File: config.mk
export PLATFORM = sky130hd
export DESIGN_NAME = ldo_step_ctrl
export DESIGN_NICKNAME = d
export VERILOG_FILES = /design/src/rtl/ldo_ctrl_pkg.sv /design/src/rtl/ldo_err_decode.sv /design/src/rtl/ldo_settle_det.sv /design/src/rtl/ldo_switch_reg.sv /design/src/rtl/ldo_step_ctrl.sv
export SDC_FILE = /design/constraint.sdc
export NUM_CORES = 1
export LEC_CHECK = 0
export ABC_CLOCK_PERIOD_IN_PS = 11150
export BUFFER_PORTS_ARGS = -buffer_cell sky130_fd_sc_hd__buf_2
export CAP_MARGIN = 20
export CORE_ASPECT_RATIO = 0.7
export CORE_MARGIN = 5
export CORE_UTILIZATION = 47
export DETAILED_ROUTE_END_ITERATION = 8
export PLACE_DENSITY = 0.87
export SLEW_MARGIN = 20
export SYNTH_ARGS = -nofsm -noshare
export SYNTH_HDL_FRONTEND = slang
export SYNTH_SLANG_ARGS = --single-unit
File: constraint.sdc
create_clock -name clk -period 11.15 [get_ports clk]
set_clock_uncertainty 0.15 [all_clocks]
set_input_delay 2.23 -clock clk [delete_from_list [all_inputs] [get_ports clk]]
set_output_delay 2.23 -clock clk [all_outputs]
set_load 0.1 [all_outputs]
File: src/rtl/ldo_ctrl_pkg.sv
package ldo_ctrl_pkg;
  typedef enum logic [2:0] {
    ZONE_FAR_LO,
    ZONE_MID_LO,
    ZONE_NEAR_LO,
    ZONE_NEAR_HI,
    ZONE_MID_HI,
    ZONE_FAR_HI,
    ZONE_BAD
  } err_zone_t;

  localparam int FSEL_W = 3;
endpackage

File: src/rtl/ldo_err_decode.sv
module ldo_err_decode
  import ldo_ctrl_pkg::*;
#(
  parameter int STEP_NEAR = 1,
  parameter int STEP_MID  = 2,
  parameter int STEP_FAR  = 4,
  parameter int STEP_W    = 3
) (
  input  logic [4:0]        code,
  output logic [STEP_W-1:0] step_mag,
  output logic              step_up,
  output logic [FSEL_W-1:0] fsel,
  output logic              in_band,
  output logic              out_band,
  output logic              sign_hi
);
  err_zone_t zone;

  always_comb begin
    unique case (code)
      5'b00000: zone = ZONE_FAR_LO;
      5'b00001: zone = ZONE_MID_LO;
      5'b00011: zone = ZONE_NEAR_LO;
      5'b00111: zone = ZONE_NEAR_HI;
      5'b01111: zone = ZONE_MID_HI;
      5'b11111: zone = ZONE_FAR_HI;
      default:  zone = ZONE_BAD;
    endcase
  end

  always_comb begin
    step_mag = '0;
    step_up  = 1'b0;
    fsel     = 3'b001;
    unique case (zone)
      ZONE_FAR_LO:  begin step_mag = STEP_W'(STEP_FAR);  step_up = 1'b1; fsel = 3'b111; end
      ZONE_MID_LO:  begin step_mag = STEP_W'(STEP_MID);  step_up = 1'b1; fsel = 3'b011; end
      ZONE_NEAR_LO: begin step_mag = STEP_W'(STEP_NEAR); step_up = 1'b1; end
      ZONE_NEAR_HI: begin step_mag = STEP_W'(STEP_NEAR); end
      ZONE_MID_HI:  begin step_mag = STEP_W'(STEP_MID);  fsel = 3'b011; end
      ZONE_FAR_HI:  begin step_mag = STEP_W'(STEP_FAR);  fsel = 3'b111; end
      default:      ;
    endcase
  end

  assign in_band  = (zone == ZONE_NEAR_LO) || (zone == ZONE_NEAR_HI);
  assign out_band = (zone != ZONE_BAD) && !in_band;
  assign sign_hi  = code[2];

  // fsel must always be a thermometer request
  always_comb begin
    assert_fsel_thermo_R5: assert (fsel == 3'b001 || fsel == 3'b011 || fsel == 3'b111);
  end
endmodule

File: src/rtl/ldo_settle_det.sv
module ldo_settle_det #(
  parameter int SETTLE_REV = 4,
  localparam int REV_W = $clog2(SETTLE_REV + 1)
) (
  input  logic clk,
  input  logic rst,
  input  logic in_band,
  input  logic out_band,
  input  logic sign_hi,
  output logic gate
);
  logic             gated_q;
  logic [REV_W-1:0] rev_q;
  logic             have_sign_q;
  logic             last_sign_q;
  logic             reversal;

  assign reversal = in_band && have_sign_q && (sign_hi != last_sign_q);

  always_ff @(posedge clk) begin
    if (rst) begin
      gated_q     <= 1'b0;
      rev_q       <= '0;
      have_sign_q <= 1'b0;
      last_sign_q <= 1'b0;
    end else if (out_band) begin
      gated_q     <= 1'b0;
      rev_q       <= '0;
      have_sign_q <= 1'b0;
    end else if (in_band) begin
      have_sign_q <= 1'b1;
      last_sign_q <= sign_hi;
      if (reversal) begin
        if (rev_q == REV_W'(SETTLE_REV - 1)) gated_q <= 1'b1;
        if (rev_q < REV_W'(SETTLE_REV)) rev_q <= rev_q + 1'b1;
      end else begin
        rev_q <= '0;
      end
    end
  end

  assign gate = gated_q && !out_band;

  // Freeze only rises on the reversal that completes the run
  assert_settle_after_run_R7: assert property (@(posedge clk) disable iff (rst)
    $rose(gated_q) |-> ($past(rev_q) == REV_W'(SETTLE_REV - 1)));

  // Leaving the band clears freeze and reversal count
  assert_release_clears_R8: assert property (@(posedge clk) disable iff (rst)
    out_band |=> (!gated_q && rev_q == '0));
endmodule

File: src/rtl/ldo_switch_reg.sv
module ldo_switch_reg #(
  parameter int N_SW      = 128,
  parameter int STEP_W    = 3,
  parameter int MAX_STEP  = 4,
  parameter int RST_LEVEL = 64,
  localparam int CNT_W = $clog2(N_SW + 1)
) (
  input  logic              clk,
  input  logic              rst,
  input  logic              en,
  input  logic              step_up,
  input  logic [STEP_W-1:0] step_mag,
  output logic [N_SW-1:0]   word
);
  logic [CNT_W-1:0] cnt_q;
  logic [CNT_W:0]   sum_up;
  logic [CNT_W-1:0] cnt_next;
  logic [CNT_W-1:0] step_ext;

  assign step_ext = CNT_W'(step_mag);
  assign sum_up   = {1'b0, cnt_q} + {1'b0, step_ext};

  always_comb begin
    if (step_up) begin
      cnt_next = (sum_up > (CNT_W + 1)'(N_SW)) ? CNT_W'(N_SW) : sum_up[CNT_W-1:0];
    end else begin
      cnt_next = (cnt_q < step_ext) ? '0 : cnt_q - step_ext;
    end
  end

  // enable stands in for the integrated clock gate on this register only
  always_ff @(posedge clk) begin
    if (rst) cnt_q <= CNT_W'(RST_LEVEL);
    else if (en) cnt_q <= cnt_next;
  end

  for (genvar i = 0; i < N_SW; i++) begin : g_therm
    assign word[i] = (cnt_q > CNT_W'(i));
  end

  // Count never exceeds the element total
  assert_no_overflow_R4: assert property (@(posedge clk) disable iff (rst)
    cnt_q <= CNT_W'(N_SW));

  // Frozen while the clock is held off
  assert_hold_when_gated_R7: assert property (@(posedge clk) disable iff (rst)
    !en |=> $stable(cnt_q));

  // A single edge never moves more than the largest step
  assert_step_bound_R3: assert property (@(posedge clk) disable iff (rst)
    1'b1 |=> ((32'(cnt_q) <= 32'($past(cnt_q)) + MAX_STEP) &&
              (32'($past(cnt_q)) <= 32'(cnt_q) + MAX_STEP)));
endmodule

File: src/rtl/ldo_step_ctrl.sv
module ldo_step_ctrl
  import ldo_ctrl_pkg::*;
#(
  parameter int N_SW       = 128,
  parameter int STEP_NEAR  = 1,
  parameter int STEP_MID   = 2,
  parameter int STEP_FAR   = 4,
  parameter int SETTLE_REV = 4,
  localparam int STEP_W    = $clog2(STEP_FAR + 1),
  localparam int RST_LEVEL = N_SW / 2
) (
  input  logic              clk,
  input  logic              rst,
  input  logic [4:0]        cmp_code,
  output logic [N_SW-1:0]   sw_word,
  output logic [FSEL_W-1:0] osc_fsel,
  output logic              clk_gate_off
);
  logic [STEP_W-1:0] step_mag;
  logic              step_up;
  logic              in_band;
  logic              out_band;
  logic              sign_hi;

  ldo_err_decode #(
    .STEP_NEAR(STEP_NEAR), .STEP_MID(STEP_MID), .STEP_FAR(STEP_FAR), .STEP_W(STEP_W)
  ) u_decode (
    .code(cmp_code), .step_mag(step_mag), .step_up(step_up), .fsel(osc_fsel),
    .in_band(in_band), .out_band(out_band), .sign_hi(sign_hi)
  );

  ldo_settle_det #(.SETTLE_REV(SETTLE_REV)) u_settle (
    .clk(clk), .rst(rst), .in_band(in_band), .out_band(out_band),
    .sign_hi(sign_hi), .gate(clk_gate_off)
  );

  ldo_switch_reg #(
    .N_SW(N_SW), .STEP_W(STEP_W), .MAX_STEP(STEP_FAR), .RST_LEVEL(RST_LEVEL)
  ) u_switch (
    .clk(clk), .rst(rst), .en(!clk_gate_off), .step_up(step_up),
    .step_mag(step_mag), .word(sw_word)
  );

  // Out-of-band sample never sees the freeze
  assert_release_same_cycle_R8: assert property (@(posedge clk) disable iff (rst)
    (osc_fsel != 3'b001) |-> !clk_gate_off);
endmodule

# After elaboration in Yosys (flattened, before gate mapping)
# Cells that the tools add are included.
[totals] reg_bits=14 latch_bits=0 mem_bits_rw=0 romBits=0 in_bits=7 out_inout_bits=132 word_cells=180 n_memories=0
[op_classes] addsub=3 multipliers=0 div_mod_pow=0 order_cmp=131 n_eq_ne=14 shifts=0 muxes=9 bitwise=1 reduce_logical=17
[op_table] cell="$gt 8x7->1 const B" n=64
[op_table] cell="$gt 8x6->1 const B" n=32
[op_table] cell="$gt 8x5->1 const B" n=16
[op_table] cell="$gt 8x4->1 const B" n=8
[op_table] cell="$gt 8x3->1 const B" n=4
[op_table] cell="$mux 8" n=3
[op_table] cell="$pmux 3 s6" n=1
[op_table] cell="$gt 8x1->1 const B" n=2
[op_table] cell="$gt 8x2->1 const B" n=2
[op_table] cell="$add 8x3->9" n=1
[op_table] cell="$eq 3x2->1 const B" n=3
[op_table] cell="$gt 9x8->1 const B" n=1
[op_table] cell="$pmux 3 s3" n=1
[op_table] cell="$lt 8x3->1" n=1
[op_table] cell="$reduce_or 2->1" n=4
[op_table] cell="$sub 8x3->8" n=1
[op_table] cell="$eq 3x3->1 const B" n=2
[op_table] cell="$mux 3" n=2
[op_table] cell="$pmux 3 s2" n=1
[op_table] cell="$eq 5x1->1 const B" n=1
[op_table] cell="$eq 5x2->1 const B" n=1
[op_table] cell="$eq 5x3->1 const B" n=1
[op_table] cell="$eq 5x4->1 const B" n=1
[op_table] cell="$eq 5x5->1 const B" n=1
[op_table] cell="16 further kinds" n=21

# Longest topological paths before layout
[depth] word_depth=9 mapped_depth=12 depth_no_buf=12

# Cells and area by module
# A second synthesis with hierarchy kept.
[hier_totals] hier_cells=442 area_unflattened_um2=2662.6
[modules_own_cells] module="ldo_switch_reg" instances=1 cells_each=391 area_each_um2=2253.4 seq_area_each_um2=160.2
[modules_own_cells] module="ldo_settle_det" instances=1 cells_each=32 area_each_um2=292.8 seq_area_each_um2=120.1
[modules_own_cells] module="ldo_err_decode" instances=1 cells_each=18 area_each_um2=112.6 seq_area_each_um2=0.0
[modules_own_cells] module="ldo_step_ctrl" instances=1 cells_each=1 area_each_um2=3.8 seq_area_each_um2=0.0

# Least setup slack after synthesis
# Ideal clock, no wire load.
[synth_path] path_kind="register to output" start="register u_switch.cnt_q[5]" end="output port sw_word[44]" arrival_ns=4.101 t_required_ns=8.770 path_slack_ns=4.669 stages_incl_launch_ff=6 path_buffers=2 cell_sequence="dfxtp_1 -> buf_2 -> clkbuf_1 -> inv_1 -> o21ai_0 -> and2_1"
[synth_between] elab_chain_len=1
[synth_lines] element="start, declared" line_no="ldo_switch_reg.sv:15" source="logic [CNT_W-1:0] cnt_q;"
[synth_lines] element="start signal, assigned" line_no="ldo_switch_reg.sv:33" source="if (rst) cnt_q <= CNT_W'(RST_LEVEL);"
[synth_lines] element="start signal, assigned" line_no="ldo_switch_reg.sv:34" source="else if (en) cnt_q <= cnt_next;"
[synth_lines] element="$gt 8x6->1" line_no="ldo_switch_reg.sv:38" source="assign word[i] = (cnt_q > CNT_W'(i));"
[synth_lines] element="end, declared" line_no="ldo_step_ctrl.sv:15" source="output logic [N_SW-1:0] sw_word,"
# No other way between the ends.

# Worst setup path in the final report
[layout_path] start="input port cmp_code[2]" end="output port osc_fsel[2]"
[layout_between] elab_chain_len=5 elab_cells_between_ends=14 cone_classes="8 x eq/ne; 2 x mux; 4 x reduce/logical"
[layout_lines] element="start, declared" line_no="ldo_step_ctrl.sv:14" source="input logic [4:0] cmp_code,"
[layout_lines] element="$eq 5x5->1, or another cell as far along" line_no="ldo_err_decode.sv:20" source="unique case (code)"
[layout_lines] element="$pmux 3 s6 *" line_no="ldo_err_decode.sv:20"
[layout_lines] element="$eq 3x3->1, or another cell as far along" line_no="ldo_err_decode.sv:35" source="unique case (zone)"
[layout_lines] element="$reduce_or 2->1 (no source line)"
[layout_lines] element="$pmux 3 s2 *" line_no="ldo_err_decode.sv:35"
[layout_lines] element="end, declared" line_no="ldo_step_ctrl.sv:16" source="output logic [FSEL_W-1:0] osc_fsel,"
# Mark *: on every way between the ends. The rest lies on a longest branch, timed or not.

==> results.json <==
{
  "status": "finished, final reports clean",
  "r2r_slack_ns": 8.04,
  "grt_busiest_layer": "met2",
  "cts_setup_buffers": 0,
  "endpoint": "osc_fsel[2]",
  "viasPerCell": 6.092,
  "post-dp-hpwl_mm": 7.140,
  "antenna_cells": 0,
  "core-area_sq_um": 4677,
  "synth_top_cell_area_share": 0.2180,
  "synth-xor-area-share": 0.03933,
  "tightest_slew_ns": 1.007,
  "synth_nets": 389,
  "final_cell_mix": "137 x buf_2, 97 x o21ai_0, 53 x nand2_1",
  "min_period_ns": 6.067,
  "nets": 494,
  "dieArea_sq_um": 6237,
  "drtPass1Iterations": 5,
  "netlist_area_sq_um": 2227,
  "hold_class": "flip-flop to flip-flop",
  "drt_iter0_markers": 419,
  "met3_usage": 0.05457,
  "wl_per_cell_microns": 17.37,
  "postRouteAntennaNets": 0,
  "grt_pass1_wl_mm": 14.23,
  "crit_required_ns": 8.77,
  "met1_usage": 0.4061,
  "yosysWarnings": 0,
  "io_buffers": 137,
  "gp_congestion": 1.006,
  "cts_sinks": 14,
  "clk_pin_slew_ns": 0.06,
  "dieWidth_microns": 92.28,
  "synth-seq-cells": 14,
  "cts_tree": "built",
  "synth_top_cells_by_area": "o21ai_0 22%, dfxtp_1 13%, nand2_1 8.9%",
  "synth_top_area_cell": "o21ai_0",
  "grt_usage": 0.2840,
  "hold_buffers": 0,
  "critPathKind": "input pin to output pin",
  "drive_above_1_share": 0.3158,
  "synth.distinct_cells": 53,
  "async_flop_share": 0,
  "start_kind": "input pin",
  "ys_seq_area_frac": 0.1258,
  "final-hold-violation-count": 0,
  "synth_fa_ha_area_frac": 0.06292,
  "postSynthCellCount": 372,
  "synthSimpleGateAreaFrac": 0.2865,
  "r2r_end": "u_switch.cnt_q[7]",
  "muxShareOfSynthArea": 0.004494,
  "crit_start": "cmp_code[2]",
  "cts_made_buffers": 3,
  "synth_edf_count": 0,
  "period_share": 0.5442,
  "slew_viol_final": 0,
  "grt_setup_unrepaired": "no",
  "final_common_cell": "buf_2",
  "vias": 3241,
  "die_h_microns": 67.60,
  "root_buffer": "clkbuf_8",
  "fmax_mhz": 164.8,
  "num_io_pins": 139,
  "setup_violations": 0,
  "clockBufferDepth": 2,
  "post_cts_resized": 0,
  "core.rowCount": 21,
  "synth-compound-area-share": 0.3719,
  "crit_fanout": 8,
  "grt_max_degree": 40,
  "remaining_drc_errors": 0,
  "grt_overflow": 0,
  "maxSlewHeadroom": 0.3233,
  "critPathArrivalTime_ns": 3.69,
  "synthFlopType": "dfxtp_1",
  "antenna_found_initial": 0,
  "grt_pass1_vias": 2702,
  "met2_usage": 0.4382,
  "setup_tns_ns": 0,
  "htreeDepth": 1,
  "syn2layout_area_growth_pct": 29.16,
  "crit-reg2reg-launch": "u_switch.cnt_q[6]",
  "cap_violations": 0,
  "clk_latency_ns": 0.25,
  "synth_top_family_by_area": "compound AO/OA/AOI/OAI gates",
  "avgSynthCellArea_sq_um": 5.987,
  "start_util": 0.4762,
  "end_kind": "output pin",
  "wirelength_mm": 9.239,
  "rr_worst_depth": 8
}
==> cell usage after synthesis, drive strengths merged (2+ instances only) <==
master   n
a211oi   6
a21o     4
a21oi   20
a221oi   2
a31oi    5
and2     7
and3     3
buf     13
clkbuf  24
dfxtp   14
fa       2
ha       8
inv     22
nand2   53
nand2b   2
nand3   12
nand3b   2
nand4    4
nor2    19
nor2b    7
nor3    10
nor4     2
o21a     2
o21ai   98
o31ai    2
or2      3
or3      2
or4      2
xnor2    7
xor2     3
==> layout make-up <==
type / instances / area (sq um)
Fill cell: 457 / 1800
Timing Repair Buffer: 137 / 685.7
Tap cell: 57 / 71.32
Clock buffer: 3 / 41.29
Inverter: 22 / 82.58
Multi-Input combinational cell: 299 / 1715
Sequential cell: 14 / 280.3
==> kinds of logic (layout without fill, tap and decap cells) <==
group	after synthesis	count (layout)
compound gates	147	147
xor+xnor	10	10
fa+ha+maj	10	10
buf+inv	59	162
flops	14	14
mux	1	1
other cells	1	1
simple gates	130	130
==> registers in the layout, summed over array words and instances, names as in the netlist <==
signal                count
u_settle.last_sign_q      1
u_settle.have_sign_q      1
u_switch.cnt_q            8
u_settle.rev_q            3
u_settle.gated_q          1
==> worst min-delay path by stage <==
stage / slack, ns / cells after the start / end / start
5_1_grt: 0.34 / 1 / u_settle.have_sign_q / u_settle.have_sign_q
3_3_place_gp: 0.29 / 1 / u_settle.have_sign_q / u_settle.have_sign_q
3_5_place_dp: 0.31 / 1 / u_settle.have_sign_q / u_settle.have_sign_q
2_1_floorplan: 0.28 / 1 / u_settle.have_sign_q / u_settle.have_sign_q
4_1_cts: 0.32 / 1 / u_settle.have_sign_q / u_settle.have_sign_q
6_report: 0.32 / 1 / u_settle.have_sign_q / u_settle.have_sign_q
==> per-stage QoR <==
stage	worst slack, ns	hold slack [ns]	util	instances	instance area, sq um
global route	5.038	0.3382	0.6150	532	2877
detailed placement	5.095	0.3087	0.6051	529	2830
finish	5.083	0.3216	0.6150	532	2877
floorplan	4.669	0.2823	-	372	2227
CTS	5.042	0.3230	0.6140	532	2872
global placement	5.112	0.2926	0.6051	529	2830
==> routing by layer <==
metal / wire (microns) / share of wire / vias up
met5: 0 / 0 / -
met4: 187 / 0.020 / 0
met3: 1088 / 0.12 / 23
met2: 4053 / 0.44 / 238
met1: 3910 / 0.42 / 1478
li1: - / - / 1502
==> worst max-delay path: stages <==
cell    delay, ns
buf_2        0.15
or4_4        0.59
o21a_1       0.22
inv_1        0.07
buf_2        0.42
Power is left out: the tool's default activity adds up to more than one toggle a clock period on the data nets, which glitch-free logic cannot reach.
